[src/rtl/lpm_pkg.sv]
package lpm_pkg;

   typedef enum logic [1:0] {
      RSP_OK   = 2'd0,
      RSP_FULL = 2'd1,
      RSP_DUP  = 2'd2
   } rsp_e;

endpackage

[src/rtl/lpm_table.sv]
module lpm_table #(
   parameter int PORT_W = 8,
   parameter int ID_W   = 6,
   parameter int MAX_EN = 64,
   localparam int EW    = ID_W + 2,
   localparam int NID   = 1 << ID_W,
   localparam int CNT_W = $clog2(MAX_EN + 1)
) (
   input  logic              clk,
   input  logic              rst_n,
   input  logic              wr,
   input  logic [PORT_W-1:0] waddr,
   input  logic [EW-1:0]     wdata,
   input  logic [PORT_W-1:0] lk_port,
   input  logic [PORT_W-1:0] st_port,
   output logic              rsp_vld,
   output logic [1:0]        rsp_code,
   output logic [EW-1:0]     lk_ent,
   output logic [EW-1:0]     st_ent,
   output logic [CNT_W-1:0]  en_count,
   output logic [NID-1:0]    occ
);
   import lpm_pkg::*;

   localparam int DEPTH = 1 << PORT_W;
   localparam logic [CNT_W-1:0] CAP = CNT_W'(MAX_EN);

   if (MAX_EN > NID) begin : g_cap_chk
      $error("MAX_EN exceeds the number of identifiers");
   end

   logic [EW-1:0] tab [DEPTH];

   logic [EW-1:0]   old_ent;
   logic            o_en, n_en, own_id, full, dup;
   logic [ID_W-1:0] o_id, n_id;
   rsp_e            code;

   always_comb begin
      old_ent = tab[waddr];
      o_en    = old_ent[ID_W];
      o_id    = old_ent[ID_W-1:0];
      n_en    = wdata[ID_W];
      n_id    = wdata[ID_W-1:0];
      own_id  = o_en && (o_id == n_id);
      full    = n_en && !o_en && (en_count == CAP);
      dup     = n_en && occ[n_id] && !own_id;
      if (full)     code = RSP_FULL;
      else if (dup) code = RSP_DUP;
      else          code = RSP_OK;
   end

   always_ff @(posedge clk) begin
      if (!rst_n) begin
         for (int i = 0; i < DEPTH; i++) tab[i] <= '0;
         occ      <= '0;
         en_count <= '0;
         rsp_vld  <= 1'b0;
         rsp_code <= RSP_OK;
      end else begin
         rsp_vld <= wr;
         if (wr) begin
            rsp_code <= code;
            if (code == RSP_OK) begin
               tab[waddr] <= wdata;
               if (o_en && !n_en)      en_count <= en_count - 1'b1;
               else if (!o_en && n_en) en_count <= en_count + 1'b1;
               for (int k = 0; k < NID; k++) begin
                  if (n_en && (n_id == ID_W'(k)))      occ[k] <= 1'b1;
                  else if (o_en && (o_id == ID_W'(k))) occ[k] <= 1'b0;
               end
            end
         end
      end
   end

   assign lk_ent = tab[lk_port];
   assign st_ent = tab[st_port];

endmodule

[src/rtl/lpm_path.sv]
module lpm_path #(
   parameter int ID_W    = 6,
   parameter int DATA_W  = 32,
   parameter bit REV_SUP = 1'b1,
   localparam int EW     = ID_W + 2,
   localparam int NB     = DATA_W / 8
) (
   input  logic              clk,
   input  logic              rst_n,
   input  logic              in_vld,
   input  logic [DATA_W-1:0] in_data,
   input  logic              in_sop,
   input  logic              in_eop,
   input  logic [EW-1:0]     ent,
   output logic              out_vld,
   output logic [ID_W-1:0]   out_id,
   output logic [DATA_W-1:0] out_data,
   output logic              out_sop,
   output logic              out_eop,
   output logic              drop_evt
);
   if (DATA_W % 8 != 0) begin : g_w_chk
      $error("DATA_W must be a whole number of bytes");
   end

   logic [DATA_W-1:0] rev_data;
   logic [DATA_W-1:0] sel_data;

   if (REV_SUP) begin : g_rev
      for (genvar b = 0; b < NB; b++) begin : g_byte
         for (genvar i = 0; i < 8; i++) begin : g_bit
            assign rev_data[8*b+i] = in_data[8*b+7-i];
         end
      end
      assign sel_data = ent[ID_W+1] ? rev_data : in_data;
   end else begin : g_norev
      assign rev_data = in_data;
      assign sel_data = rev_data;
   end

   always_ff @(posedge clk) begin
      if (!rst_n) begin
         out_vld  <= 1'b0;
         drop_evt <= 1'b0;
         out_id   <= '0;
         out_data <= '0;
         out_sop  <= 1'b0;
         out_eop  <= 1'b0;
      end else begin
         out_vld  <= in_vld && ent[ID_W];
         drop_evt <= in_vld && !ent[ID_W];
         out_id   <= ent[ID_W-1:0];
         out_data <= sel_data;
         out_sop  <= in_sop;
         out_eop  <= in_eop;
      end
   end

endmodule

[src/rtl/lpm_status.sv]
module lpm_status #(
   parameter int ID_W = 6,
   localparam int NID = 1 << ID_W
) (
   input  logic            clk,
   input  logic            rst_n,
   input  logic            st_en,
   input  logic [ID_W-1:0] st_id,
   input  logic [NID-1:0]  id_avail,
   output logic            stat_avail
);
   always_ff @(posedge clk) begin
      if (!rst_n) stat_avail <= 1'b1;
      else        stat_avail <= st_en ? id_avail[st_id] : 1'b1;
   end

endmodule

[src/rtl/lp_id_mapper.sv]
module lp_id_mapper #(
   parameter int PORT_W  = 8,
   parameter int ID_W    = 6,
   parameter int MAX_EN  = 64,
   parameter int DATA_W  = 32,
   parameter bit REV_SUP = 1'b1,
   localparam int NID    = 1 << ID_W,
   localparam int EW     = ID_W + 2,
   localparam int CNT_W  = $clog2(MAX_EN + 1)
) (
   input  logic              clk,
   input  logic              rst_n,
   input  logic              cfg_wr,
   input  logic [PORT_W-1:0] cfg_addr,
   input  logic [EW-1:0]     cfg_wdata,
   output logic              cfg_rsp_vld,
   output logic [1:0]        cfg_rsp_code,
   input  logic              in_vld,
   input  logic [PORT_W-1:0] in_port,
   input  logic [DATA_W-1:0] in_data,
   input  logic              in_sop,
   input  logic              in_eop,
   output logic              out_vld,
   output logic [ID_W-1:0]   out_id,
   output logic [DATA_W-1:0] out_data,
   output logic              out_sop,
   output logic              out_eop,
   output logic              drop_evt,
   input  logic [PORT_W-1:0] stat_port,
   input  logic [NID-1:0]    id_avail,
   output logic              stat_avail
);
   logic [EW-1:0]    lk_ent, st_ent;
   logic [CNT_W-1:0] en_count;
   logic [NID-1:0]   occ;

   lpm_table #(.PORT_W(PORT_W), .ID_W(ID_W), .MAX_EN(MAX_EN)) u_tab (
      .clk      (clk),
      .rst_n    (rst_n),
      .wr       (cfg_wr),
      .waddr    (cfg_addr),
      .wdata    (cfg_wdata),
      .lk_port  (in_port),
      .st_port  (stat_port),
      .rsp_vld  (cfg_rsp_vld),
      .rsp_code (cfg_rsp_code),
      .lk_ent   (lk_ent),
      .st_ent   (st_ent),
      .en_count (en_count),
      .occ      (occ)
   );

   lpm_path #(.ID_W(ID_W), .DATA_W(DATA_W), .REV_SUP(REV_SUP)) u_path (
      .clk      (clk),
      .rst_n    (rst_n),
      .in_vld   (in_vld),
      .in_data  (in_data),
      .in_sop   (in_sop),
      .in_eop   (in_eop),
      .ent      (lk_ent),
      .out_vld  (out_vld),
      .out_id   (out_id),
      .out_data (out_data),
      .out_sop  (out_sop),
      .out_eop  (out_eop),
      .drop_evt (drop_evt)
   );

   lpm_status #(.ID_W(ID_W)) u_stat (
      .clk        (clk),
      .rst_n      (rst_n),
      .st_en      (st_ent[ID_W]),
      .st_id      (st_ent[ID_W-1:0]),
      .id_avail   (id_avail),
      .stat_avail (stat_avail)
   );

endmodule

[config.mk]
export PLATFORM = sky130hd
export DESIGN_NAME = lp_id_mapper
export DESIGN_NICKNAME = d
export VERILOG_FILES = /design/src/rtl/lpm_pkg.sv /design/src/rtl/lpm_table.sv /design/src/rtl/lpm_path.sv /design/src/rtl/lpm_status.sv /design/src/rtl/lp_id_mapper.sv
export SDC_FILE = /design/constraint.sdc
export NUM_CORES = 2
export LEC_CHECK = 0
export BUFFER_PORTS_ARGS = -buffer_cell sky130_fd_sc_hd__buf_2
export CORE_ASPECT_RATIO = 0.75
export CORE_MARGIN = 3
export CORE_UTILIZATION = 43
export DETAILED_ROUTE_END_ITERATION = 12
export PLACE_DENSITY = 0.59
export SLEW_MARGIN = 40
export SYNTH_ARGS = -nofsm -noshare
export SYNTH_HDL_FRONTEND = slang
export SYNTH_SLANG_ARGS = --single-unit
export TNS_END_PERCENT = 5
[constraint.sdc]
create_clock -name clk -period 4.9 [get_ports clk]
set_input_delay 0.245 -clock clk [delete_from_list [all_inputs] [get_ports clk]]
set_output_delay 0.245 -clock clk [all_outputs]
set_load 0.02 [all_outputs]
After elaboration in Yosys (flattened, before gate mapping)

Memory sizes are Yosys's and may differ from the RTL's.
Cells that the tools add are included.

Register bits after elaboration: 117
RAM bits: 2,048
Input bits: 134
Output and inout port bits: 46
Logic and storage cells: 627
Memories kept: 1

Memories:

| memory    | words | bits a word | rd ports | clocked after Yosys merged registers in | write ports | RTL line        | text |
|---|---|---|---|---|---|---|---|
| u_tab.tab | 256   | 8           | 3        | 0                                       | 256         | lpm_table.sv:32 | `logic [EW-1:0] tab [DEPTH];` |

$add $sub $neg: 2
Order comparisons: 2
Eq/ne operators: 128
Multiplexer cells: 145
Reductions and logical operators: 275

Operators with widths:

| operator            | number |
|---|---|
| $eq 6x6->1 const B  | 64 |
| $reduce_and 3->1    | 65 |
| $eq 6x5->1 const B  | 32 |
| $logic_and 1x1->1   | 136 |
| $mux 1              | 136 |
| $reduce_bool 2->1   | 65 |
| $eq 6x4->1 const B  | 16 |
| $eq 6x3->1 const B  | 8 |
| $mux 32             | 1 |
| $eq 6x2->1 const B  | 4 |
| $mux 8              | 2 |
| $lt 6x7->1 const B  | 2 |
| $mux 7              | 2 |
| $bmux 1 s6          | 2 |
| $eq 6x1->1 const B  | 2 |
| $logic_not 6->1     | 2 |
| $reduce_or 8->1     | 1 |
| $add 7x1->7 const B | 1 |
| $eq 7x7->1 const B  | 1 |
| $sub 7x1->7 const B | 1 |
| $eq 6x6->1          | 1 |
| $logic_not 1->1     | 4 |
| $mux 2              | 2 |
| $logic_not 2->1     | 1 |
| $reduce_and 2->1    | 1 |

Depth between registers and ports, before layout

An unclocked memory read counts as a cell.

Depth after elaboration: 14
Mapped depth: 22
Mapped depth without buffers: 18

Modules after synthesis

A second synthesis with hierarchy kept.

Cells, all modules: 8,734
Area total of the unflattened synthesis: 126,741.6 um^2

By module, submodules not included:

| module     | times used | cells an instance | area each (um^2) | seq. area each (um^2) |
|---|---|---|---|---|
| lpm_table  | 1          | 8,569             | 124,602.0        | 62,980.4 |
| lpm_path   | 1          | 125               | 1,511.4          | 840.8 |
| lpm_status | 1          | 40                | 628.1            | 20.0 |

Worst setup path after synthesis

No wires, ideal clock.

Kind: input to register
Start: in cfg_addr[3]
End: mem u_tab.tab[81][0] in the netlist's numbering (enable)
Library setup time: 0.357 ns
Data arrival time: 4.706 ns
Data required time: 4.543 ns
Setup slack: -0.163 ns
Stages on the path: 21
Path buffers: 8
Cells stage by stage: buf_2 > clkinv_1 > buf_2 > buf_2 > buf_2 > buf_2 > mux2i_1 > o22ai_1 > a21oi_1 > nand3_1 > a2111oi_4 > ha_1 > nor4b_1 > a21boi_0 > a21boi_0 > a31o_2 > buf_4 > buf_4 > nand3_1 > clkbuf_1 > o21ai_0

RTL lines:

| element            | RTL line           | text |
|---|---|---|
| start: declaration | lp_id_mapper.sv:14 | `input logic [PORT_W-1:0] cfg_addr,` |
| end: declaration   | lpm_table.sv:32    |  |

==> metrics.txt <==
status=finished with violations; violated checks=negative setup slack; crit share post-route=1.01; DR WL/cell=47.7 µm; TritonRoute pass-1 iters=7; Detail Route Antenna Nets=0; Congestion Overflow GR=0; vias=99700; Initial Util=0.433; Power Dens Cells=314 nW/µm²; initial antenna violation count=113; Clock Pin Slew Worst Setup and Hold Paths=0.06 ns; number of max-cap violations=0; vias in the first global route=91900; syn_nets=8505; fin cells=13500; unrepaired setup endpoints after global routing=yes; Port Buf Inserts=179; post-synthesis cell count=8363; ys async rst share=0; Worst Reg-to-Reg Cells=14; Period minus WS final=4.96 ns; number of synthesized flops with an enable pin=2048; DR vias/cell=7.38; crit path to=u_tab.tab[109][4]; sequential fraction of the synthesis area=0.515; RR Startpoint=u_tab.tab[247][2]; reg2reg setup slack=-0.06 ns; Area Overhead vs Synth=19.7%; Fin. Hold Viols=0; syn_area_per_cell=14.8 µm²; htree depth=4; post-detailed-routing wire length=645000 µm; die area=295000 µm²; largest net degree at the start of global routing=104; Synth Warn #=0; Setup WS post-layout=-0.0600 ns; Slew @ Worst Pin=0.999 ns; pre-CTS WS=-1.25 ns; Clock Skew=0.0634 ns; gpl congestion=1.10; top cell type's share of synthesized area=0.496; peak supply drop=304 µV; CP Class=reg -> reg; Final HPWL DP=464000 µm; Remaining DRCs=0; Slew HR=0.333; CP max FO=8; layout cell share with drive strength beyond 1=0.411; Die Span Y=471 µm; Nets=9601; leakage power=51.2 nW; CTS Sinks=2165; main area contributors after synthesis=edfxtp_1, mux4_2, nor2_1, dfxtp_1, clkbuf_1; Global Route Usage Sum=0.429; Worst Setup End Kind=flip-flop; RR Endpoint=u_tab.tab[109][4]; Fmax achieved=202 MHz; worst path required time=5.53 ns; crit path DAT=5.59 ns; startpoint types=flip-flop; CTS Buf Count=228; #FFs+latches synth=2165; CTS tree=yes; root buf cell=clkbuf_16; 1st-iter DRT viols=21700; crit path from=u_tab.tab[247][2]; Final Max Tran Viols=0; post-synth top area cell=edfxtp_1; final-report setup violation count=255; row count=170; Setup TNS=-4.69 ns; first-pass GRT wire length=836000 µm; total power=46.6 mW; Clock Tree Buf Depth=4; Cell variety after synth=86; Hold/Removal Path Class=in -> reg; I/O Pins=180; Core ar.=287000 µm²; clk_lat worst skew=0.96 ns; Synth Flop Type=edfxtp_1; Die W=626 µm; Post-Syn Area=124000 µm²; dpl cells=12900
Yosys cell counts, types with 6 or more instances:
master,n
inv_1,15
o31ai_1,6
nor2b_1,62
nand3_1,103
o311ai_0,29
buf_2,287
buf_6,35
nand2_1,226
o22ai_1,15
buf_1,115
o21ai_1,20
o21bai_1,8
xor2_1,7
ha_1,7
nor4_1,12
and3_1,14
or2_2,7
clkbuf_1,489
a221oi_1,14
o2111a_1,8
a22o_1,14
a22oi_1,135
a31oi_1,15
mux2_2,14
and2_1,29
mux4_2,1738
dfxtp_1,117
edfxtp_1,2048
a31o_2,16
nor3_1,20
nand2b_1,23
mux2i_1,102
nand4_1,8
buf_4,25
a2111oi_0,14
nor2_1,2115
a21oi_1,68
o211ai_1,8
o41ai_1,6
o21ai_0,281
where the power goes:
group | total, mW | internal [mW] | switching [mW]
Sequential | 21.0 | 20.7 | 0.365
Clock | 17.9 | 10.0 | 7.85
Combinational | 7.70 | 3.01 | 4.69
through the flow:
stage / hold slack [ns] / util / instance area (µm²)
2_1_floorplan: 0.367 / - / 124000
3_3_place_gp: 0.451 / 0.487 / 139000
3_5_place_dp: 0.459 / 0.487 / 139000
4_1_cts: 0.00106 / 0.515 / 148000
5_1_grt: 0.0180 / 0.518 / 148000
6_report: 0.0106 / 0.518 / 149000
cells by family after synthesis:
family | after synthesis | share of synthesized area
buf+inv | 970 | 0.0352
mux | 1858 | 0.326
fa+ha+maj | 8 | 0.000868
simple gates | 2646 | 0.0857
compound gates | 705 | 0.0368
flops | 2165 | 0.515
xor+xnor | 11 | 0.000777
layout make-up:
class                           instances  area (µm²)
Fill cell                           23800      138000
Sequential cell                      2165       63800
Multi-Input combinational cell       5228       56400
Timing Repair Buffer                 1818       15900
Clock buffer                          286        6100
Tap cell                             3784        4730
Clock inverter                        125        1250
Antenna cell                           87         218
Inverter                               18        77.6
per-layer routing:
metal | track usage | wire length, µm | up-vias
met4 | 0.323 | 61200 | 42
met3 | 0.244 | 121000 | 2328
met5 | 0.00863 | 935 | -
met1 | 0.517 | 205000 | 50800
met2 | 0.564 | 256000 | 10900
li1 | - | - | 35600
worst min-delay path by stage:
stage,start,end,slack (ns),depth (start not counted)
floorplan,cfg_wr,u_tab.rsp_vld,0.37,1
CTS,id_avail[16],u_stat.stat_avail,0.001,6
finish,id_avail[16],u_stat.stat_avail,0.01,6
global placement,in_sop,u_path.out_sop,0.45,2
detailed placement,in_sop,u_path.out_sop,0.46,2
global route,in_port[7],u_path.drop_evt,0.02,3
registers in the layout (all words and copies together) (netlist names):
name,count
u_tab.tab,2048
u_tab.rsp_code,2
u_tab.rsp_vld,1
u_tab.occ,64
u_path.out_sop,1
u_stat.stat_avail,1
u_tab.en_count,7
u_path.out_id,6
u_path.out_eop,1
u_path.out_vld,1
u_path.drop_evt,1
u_path.out_data,32
repair_timing:
| item | in CTS | in global routing |
|---|---|---|
| gates resized for setup | 23 | 123 |
| setup buffers | 1 | 11 |
| hold endpoints to repair | 95 | 0 |
| pin swaps | 0 | 6 |
| cloned | 1 | 11 |
| hold buffers | 59 | 0 |
| endpoints found under the setup margin | 2908 | 2874 |
critical path, stage by stage, from the launching register on:
cell       delay (ns)
edfxtp_1         0.45
mux4_2           0.62
mux4_2           0.64
a32o_1           0.25
a2111oi_1        0.43
buf_4            0.18
and4b_1          0.25
xnor2_1          0.12
nor4_4           0.34
a31o_4           0.30
buf_12           0.16
nand3_1          0.12
buf_4            0.27
o21ai_1          0.27
buf_6            0.22
cell usage in the layout (no fill, tap or decap), types with 11 or more instances in the layout:
cell type	count
diode_2	87
o21ai_0	50
a2111oi_0	12
and2_1	28
bufinv_16	24
nand2b_1	23
nor3_1	20
o21ai_2	31
a22oi_1	134
a31o_2	15
a31oi_1	14
mux2i_1	101
nand3_1	85
clkbuf_16	241
nand2_1	221
buf_6	33
edfxtp_1	2048
clkinv_2	46
mux4_2	1739
nand3_4	14
a22o_1	14
a21oi_1	64
o21ai_1	216
inv_1	13
clkbuf_1	41
nor2_1	2108
clkinv_1	41
a221oi_1	14
and3_1	14
buf_4	1367
dfxtp_1	117
buf_2	166
o22ai_1	14
nor4_1	11
nor2b_1	56
dlygate4sd3_1	59
mux2_2	14
buf_12	170
o311ai_0	29
(Power assumes the default switching activity.)
